## src/rtl/dreq_pkg.sv

```systemverilog
package dreq_pkg;
   typedef enum logic [2:0] {
      ST_OFF  = 3'd0,
      ST_ARM  = 3'd1,
      ST_HELD = 3'd2,
      ST_CLR  = 3'd3,
      ST_DONE = 3'd4
   } dreq_st_e;
endpackage

```

## src/rtl/dreq_sync.sv

```systemverilog
module dreq_sync #(
   parameter int STAGES = 2,
   parameter logic RST_VAL = 1'b1
) (
   input  logic clk,
   input  logic rst,
   input  logic d_i,
   output logic q_o
);
   logic [STAGES-1:0] chain_q;

   always_ff @(posedge clk) begin
      if (rst) chain_q <= {STAGES{RST_VAL}};
      else     chain_q <= {chain_q[STAGES-2:0], d_i};
   end

   assign q_o = chain_q[STAGES-1];
endmodule

```

## src/rtl/dreq_gap_cnt.sv

```systemverilog
module dreq_gap_cnt #(
   parameter int MIN_GAP = 2
) (
   input  logic clk,
   input  logic rst,
   input  logic run_i,
   output logic ok_o
);
   generate
      if (MIN_GAP < 2) begin : g_nogap
         assign ok_o = 1'b1;
      end else begin : g_gap
         localparam int CNT_W = $clog2(MIN_GAP);
         localparam logic [CNT_W-1:0] LIM = CNT_W'(MIN_GAP - 1);
         logic [CNT_W-1:0] cnt_q;
         always_ff @(posedge clk) begin
            if (rst || !run_i)  cnt_q <= '0;
            else if (cnt_q != LIM) cnt_q <= cnt_q + 1'b1;
         end
         assign ok_o = (cnt_q == LIM);
      end
   endgenerate
endmodule

```

## src/rtl/dreq_seq.sv

```systemverilog
module dreq_seq
   import dreq_pkg::*;
(
   input  logic     clk,
   input  logic     rst,
   input  logic     en_i,
   input  logic     req_s_i,
   input  logic     gap_ok_i,
   input  logic     bus_free_i,
   input  logic     wr_done_i,
   input  logic     xfer_end_i,
   output logic     act_o,
   output dreq_st_e st_o
);
   dreq_st_e st_q, st_d;
   logic     hi_q, hi_d, wr_q, wr_d;

   always_comb begin
      st_d  = st_q;
      hi_d  = hi_q;
      wr_d  = wr_q;
      act_o = 1'b0;
      if (!en_i) begin
         st_d = ST_OFF;
      end else if (xfer_end_i) begin
         st_d = ST_DONE;
      end else begin
         unique case (st_q)
            ST_OFF:  st_d = ST_ARM;
            ST_ARM:  if (!req_s_i) st_d = ST_HELD;
            ST_HELD: if (bus_free_i && gap_ok_i) begin
                        act_o = 1'b1;
                        st_d  = ST_CLR;
                     end
            ST_CLR:  begin
                        hi_d = hi_q | req_s_i;
                        wr_d = wr_q | wr_done_i;
                        if (hi_d && wr_d) st_d = ST_ARM;
                     end
            ST_DONE: st_d = ST_DONE;
            default: st_d = ST_OFF;
         endcase
      end
      if (st_d != ST_CLR) begin
         hi_d = 1'b0;
         wr_d = 1'b0;
      end
   end

   always_ff @(posedge clk) begin
      if (rst) begin
         st_q <= ST_OFF;
         hi_q <= 1'b0;
         wr_q <= 1'b0;
      end else begin
         st_q <= st_d;
         hi_q <= hi_d;
         wr_q <= wr_d;
      end
   end

   assign st_o = st_q;
endmodule

```

## src/rtl/dreq_edge_ctrl.sv

```systemverilog
module dreq_edge_ctrl
   import dreq_pkg::*;
#(
   parameter int SYNC_STAGES = 2,
   parameter int MIN_GAP     = 2
) (
   input  logic       clk,
   input  logic       rst,
   input  logic       en_i,
   input  logic       req_n_i,
   input  logic       bus_free_i,
   input  logic       wr_done_i,
   input  logic       xfer_end_i,
   output logic       act_o,
   output logic [2:0] state_o
);
   generate
      if (SYNC_STAGES < 2) begin : g_bad_sync
         $error("SYNC_STAGES must be at least 2");
      end
      if (MIN_GAP < 1) begin : g_bad_gap
         $error("MIN_GAP must be at least 1");
      end
   endgenerate

   logic     req_s;
   logic     gap_ok;
   dreq_st_e st;

   dreq_sync #(.STAGES(SYNC_STAGES), .RST_VAL(1'b1)) sync_i (
      .clk (clk),
      .rst (rst),
      .d_i (req_n_i),
      .q_o (req_s)
   );

   dreq_gap_cnt #(.MIN_GAP(MIN_GAP)) gap_i (
      .clk   (clk),
      .rst   (rst),
      .run_i (st == ST_HELD),
      .ok_o  (gap_ok)
   );

   dreq_seq seq_i (
      .clk        (clk),
      .rst        (rst),
      .en_i       (en_i),
      .req_s_i    (req_s),
      .gap_ok_i   (gap_ok),
      .bus_free_i (bus_free_i),
      .wr_done_i  (wr_done_i),
      .xfer_end_i (xfer_end_i),
      .act_o      (act_o),
      .st_o       (st)
   );

   assign state_o = st;
endmodule

```

## config.mk

```make
export PLATFORM = sky130hd
export DESIGN_NAME = dreq_edge_ctrl
export DESIGN_NICKNAME = d
export VERILOG_FILES = /design/src/rtl/dreq_pkg.sv /design/src/rtl/dreq_sync.sv /design/src/rtl/dreq_gap_cnt.sv /design/src/rtl/dreq_seq.sv /design/src/rtl/dreq_edge_ctrl.sv
export SDC_FILE = /design/constraint.sdc
export NUM_CORES = 1
export LEC_CHECK = 0
export BUFFER_PORTS_ARGS = -buffer_cell sky130_fd_sc_hd__buf_4
export CORE_AREA = 5 5 42 44
export CTS_BUF_LIST = sky130_fd_sc_hd__clkbuf_16
export CTS_CLUSTER_SIZE = 25
export DETAILED_ROUTE_END_ITERATION = 6
export DIE_AREA = 0 0 47 49
export PLACE_DENSITY_LB_ADDON = 0.2
export SLEW_MARGIN = 0
export SYNTH_ARGS = -nofsm -noshare
export SYNTH_HDL_FRONTEND = slang
export SYNTH_SLANG_ARGS = --single-unit
```

## constraint.sdc

```tcl
create_clock -name clk -period 2.1 [get_ports clk]
set_clock_uncertainty 0.05 [all_clocks]
set_input_delay 0.315 -clock clk [delete_from_list [all_inputs] [get_ports clk]]
set_output_delay 0.315 -clock clk [all_outputs]
set_load 0.005 [all_outputs]
```

======== After elaboration in Yosys (flattened, before gate mapping) ========
Cells that the tools add are included.
storage, ports and cells
  register bits ........................... 8
  input bits .............................. 7
  output and inout port bits .............. 4
operators by class
  add/sub/neg operators ................... 1
  equality and inequality tests ........... 5
  muxes and demuxes ....................... 11
  bitwise operators ....................... 3
  reductions and logical operators ........ 7
operators by type and width
  cell                 number
  $mux 3               5
  $pmux 3 s5           1
  $eq 3x2->1 const B   2
  $mux 1               5
  $eq 3x1->1 const B   1
  $eq 3x3->1 const B   1
  $logic_not 3->1      1
  $ne 3x2->1 const B   1
  $reduce_and 3->1     1
  $logic_and 1x1->1    2
  $or 1x1->1           2
  $reduce_or 2->1      1
  $add 1x1->1 const B  1
  $logic_not 1->1      1
  $logic_or 1x1->1     1
  $not 1->1            1

======== Depth between registers and ports, before layout ========
  word-level depth ........................ 8
  depth in mapped cells ................... 3
  mapped depth without buffers ............ 3

======== Modules after synthesis ========
From an unflattened synthesis, not the netlist that was laid out.
unflattened totals
  cells, all modules ...................... 33
  area total of the unflattened synthesis .. 340.3 µm²
by module, submodules not included
  module          times used  cells an instance  area an instance (µm²)  sequential area each (µm²)
  dreq_seq        1           26                 241.5                   100.1
  dreq_sync       1           4                  52.6                    40.0
  dreq_gap_cnt    1           2                  33.8                    20.0
  dreq_edge_ctrl  1           1                  12.5                    0.0

======== Worst setup path before layout ========
Ideal clock, no wire load.
  path kind ............................... register to register
  from .................................... reg seq_i.st_q[2], in the netlist seq_i.st_o[2]
  to ...................................... reg seq_i.hi_q
  setup time .............................. 0.078 ns
  data arrival time ....................... 1.248 ns
  data required time ...................... 1.972 ns
  slack ................................... 0.724 ns
  cell stages (with the launch flop) ...... 4
  clock period less this slack ............ 1.376 ns
  cell sequence ........................... dfxtp_1 > or3b_4 > a2111o_1 > nor3_1
on the way
  word-level cells in the longest chain between the ends .. 6
  elaborated cells between the ends (all ways) .. 14
RTL lines
  element                                   line            RTL
  from (decl)                               dreq_seq.sv:15  dreq_st_e st_q, st_d;
  from (signal assigned)                    dreq_seq.sv:56  st_q <= st_d;
  $eq 3x3->1, or another cell as far along  dreq_seq.sv:28  unique case (st_q)
  $pmux 3 s5                                dreq_seq.sv:28
  $mux 3                                    dreq_seq.sv:25  end else if (xfer_end_i) begin
  $mux 3                                    dreq_seq.sv:23  if (!en_i) begin
  $ne 3x2->1                                dreq_seq.sv:44  if (st_d != ST_CLR) begin
  $reduce_or 2->1 (no line)                 --
  to (signal assigned)                      dreq_seq.sv:57  hi_q <= hi_d;
  to (decl)                                 dreq_seq.sv:16  logic hi_q, hi_d, wr_q, wr_d;
Several ways; a longest one is shown, not always the timed one.
A chain may end at the register's enable or synchronous reset.

======== Worst setup path after layout ========
  from .................................... reg seq_i.st_q[2], in the netlist seq_i.st_o[2]
  to ...................................... out act_o
on the way
  word-level cells in the longest chain between the ends .. 4
RTL lines
  element     line                  RTL
  $eq 3x2->1  dreq_seq.sv:28
  $mux 1      dreq_seq.sv:28
  $mux 1      dreq_seq.sv:25
  $mux 1      dreq_seq.sv:23
  to (decl)   dreq_edge_ctrl.sv:14  output logic act_o,
Every way passes these cells.

==> impl_metrics.py <==
metrics = {
    "run_status": {
        "status": "completed",
    },
    "clock_network": {
        "holdBufCountCts": 0,
        "cts_tree": "yes",
        "numClockSinks": 8,
        "cts.repair.resized": 0,
        "postCtsSetupRepairBufs": 0,
        "clk_pin_slew_ns": 0.03,
        "cts_max_level": 1,
        "cts-root-buf": "clkbuf_16",
        "cts_buffers": 3,
        "cts_buffer_depth": 2,
        "clock_latency_ns": 0.23,
    },
    "floorplanning": {
        "core-area_um2": 1400,
        "die_area_um2": 2300,
        "num_io_pins": 11,
        "die_h_um": 49,
        "num_rows": 14,
        "start_util": 0.221,
        "die_w_um": 47,
    },
    "critical_path": {
        "worst_setup_path_end_kind": "output pin",
        "crit_type": "flip-flop to output pin",
        "cp_slowest_cell": "or3b_4",
        "crit_chain": "or3b_4 > nor3_1 > buf_4",
        "crit_path_start_kind": "flip-flop",
        "cp.arrival_ns": 1.33,
        "max_stage_delay_ns": 0.42,
        "critPathRequiredTime_ns": 1.74,
        "cp_max_fo": 5,
    },
    "global_routing": {
        "antenna_found_initial": 0,
        "grt.busiest_layer": "met2",
        "use_met1": 0.0730,
        "grt_max_degree": 10,
        "grt_usage": 0.0769,
        "grt_pass1_wl_um": 1190,
        "grt_pass1_vias": 296,
        "use_met2": 0.111,
        "met3_usage": 0.0554,
        "grt_overflow_total": 0,
    },
    "placed_design": {
        "pre_cts_slack_ns": 0.555,
        "gp_congestion": 0.651,
        "placed_area_um2": 405,
        "port_buffers": 10,
    },
    "timing": {
        "worstMarginPinSlew_ns": 0.288,
        "setup_viol": 0,
        "slew_headroom": 0.808,
        "rsz0062_at_grt": "false",
        "post-route-period-util": 0.809,
        "timing.fmax_mhz": 588,
        "tns_ns": 0,
        "fin_ws_ns": 0.401,
        "period_needed_ns": 1.70,
        "hold_violations": 0,
        "drv_slew": 0,
    },
    "power_and_ir_drop": {
        "total_power_w": 0.000496,
        "ir_worst_vdd_mv": 0.755,
        "total_leakage_power_nw": 0.195,
        "p_per_area_nw_per_um2": 1030,
    },
    "job": {
        "drv_cap": 0,
    },
    "synthesis": {
        "synth_edf_count": 0,
        "ys_ff_latch": 8,
        "postSynthNetCount": 39,
        "seq_area_frac_synth": 0.516,
        "yosysWarningCount": 0,
        "synth_common_cells": "8 x dfxtp_1, 5 x nor3_1, 3 x nor3b_1",
        "netlist_instances": 32,
        "synth_top_area_frac": 0.516,
        "yosysMostFrequentCell": "dfxtp_1",
        "synth_cell_types": 15,
        "syn_area_per_cell_um2": 9.70,
        "ys.flop_type": "dfxtp_1",
        "synth.area.top_cells": "dfxtp_1 52%, nor3_1 8.1%, nor3b_1 7.3%, a41oi_1 5.6%, or2_2 4.0%",
        "ys_async_sr_fraction": 0,
        "yosysTopAreaCell": "dfxtp_1",
        "synth.cell_area_um2": 310,
    },
    "routing": {
        "final_antenna_net_count": 0,
        "via_per_inst": 4.69,
        "dr.pass1.iters": 2,
        "drtIter0Drc": 1,
        "wirelength_um": 701,
        "drc": 0,
        "num_vias": 286,
        "wire_per_inst_um": 11.5,
    },
    "cells_and_area": {
        "drive_above_1_share": 0.356,
        "area_growth_pct": 54.8,
        "n_fill_cell": 150,
        "multi_input_area_um2": 143,
        "antenna_cells": 0,
        "seqCellArea_um2": 160,
        "layout.nets": 54,
        "final_area_um2": 480,
    },
    "worst_hold_path": {
        "hold_class": "input pin to flip-flop",
    },
}
through the flow:
| step | cells | hold slack [ns] | util |
|---|---|---|---|
| final | 61 | 0.222 | 0.343 |
| after global routing | 61 | 0.221 | 0.343 |
| after global placement | 58 | 0.356 | 0.289 |
| after floorplan | 32 | 0.339 | - |
| after detailed placement | 58 | 0.364 | 0.289 |
| after CTS | 61 | 0.219 | 0.343 |
worst paths after layout:
check,from,cells past startpoint,slack (ns),endpoint
setup / recovery,seq_i.st_o[2]$_SDFF_PP0_,3,0.40,act_o
setup reg to reg,seq_i.st_o[2]$_SDFF_PP0_,3,0.64,seq_i.hi_q$_SDFFE_PP0P_
hold reg to reg,sync_i.chain_q[0]$_SDFF_PP1_,1,0.37,sync_i.chain_q[1]$_SDFF_PP1_
hold / removal,req_n_i,2,0.22,sync_i.chain_q[0]$_SDFF_PP1_
layout make-up:
type	count	share of cell area
Sequential cell	8	0.333
Tap cell	16	0.0417
Inverter	2	0.0156
Clock buffer	3	0.156
Timing Repair Buffer	10	0.156
Multi-Input combinational cell	22	0.297
power by group:
group | internal (W) | total, W | leakage [nW] | switching [W]
registers | 0.000156 | 0.000160 | 0.0652 | 0.00000363
clock network | 0.000245 | 0.000313 | 0.0370 | 0.0000680
logic | 0.0000149 | 0.0000234 | 0.0930 | 0.00000844
total | 0.000416 | 0.000496 | 0.195 | 0.0000800
layout by cell type (no fill, tap or decap), drive strengths merged:
master	n
dfxtp	8
inv	2
nor3b	3
nand2	2
a41oi	2
nor2	1
nor3	5
a21oi	1
buf	10
nor2b	1
o21ai	1
or3b	1
a2111o	1
nand2b	1
or2	2
clkbuf	3
a32oi	1
logic make-up (layout without fill, tap and decap cells):
family / after synthesis / in the layout / share of synthesized area
and+or+nand+nor: 16 / 16 / 0.306
DFF: 8 / 8 / 0.516
AOI/OAI and AO/OA: 6 / 6 / 0.153
buffers and inverters: 2 / 15 / 0.0242
per-layer routing:
metal  vias up  wire length (um)  share of wire
li1        145                 -              -
met1       129               281           0.40
met2         8               340           0.49
met3         4                57          0.081
met4         0                21          0.030
met5         -                 0              0
state kept, by name (all words and copies together), names as in the netlist:
| signal | count |
|---|---|
| gap_i.ok_o | 1 |
| seq_i.hi_q | 1 |
| seq_i.st_o | 3 |
| seq_i.wr_q | 1 |
| sync_i.chain_q | 2 |
worst max-delay path, delay by kind of cell (launching register included):
kind	cells	cell delay, ns
flip-flops	1	0.33
AND/OR/NAND/NOR	2	0.63
buffers and inverters	1	0.14
Power figures use the tool's default switching activity.
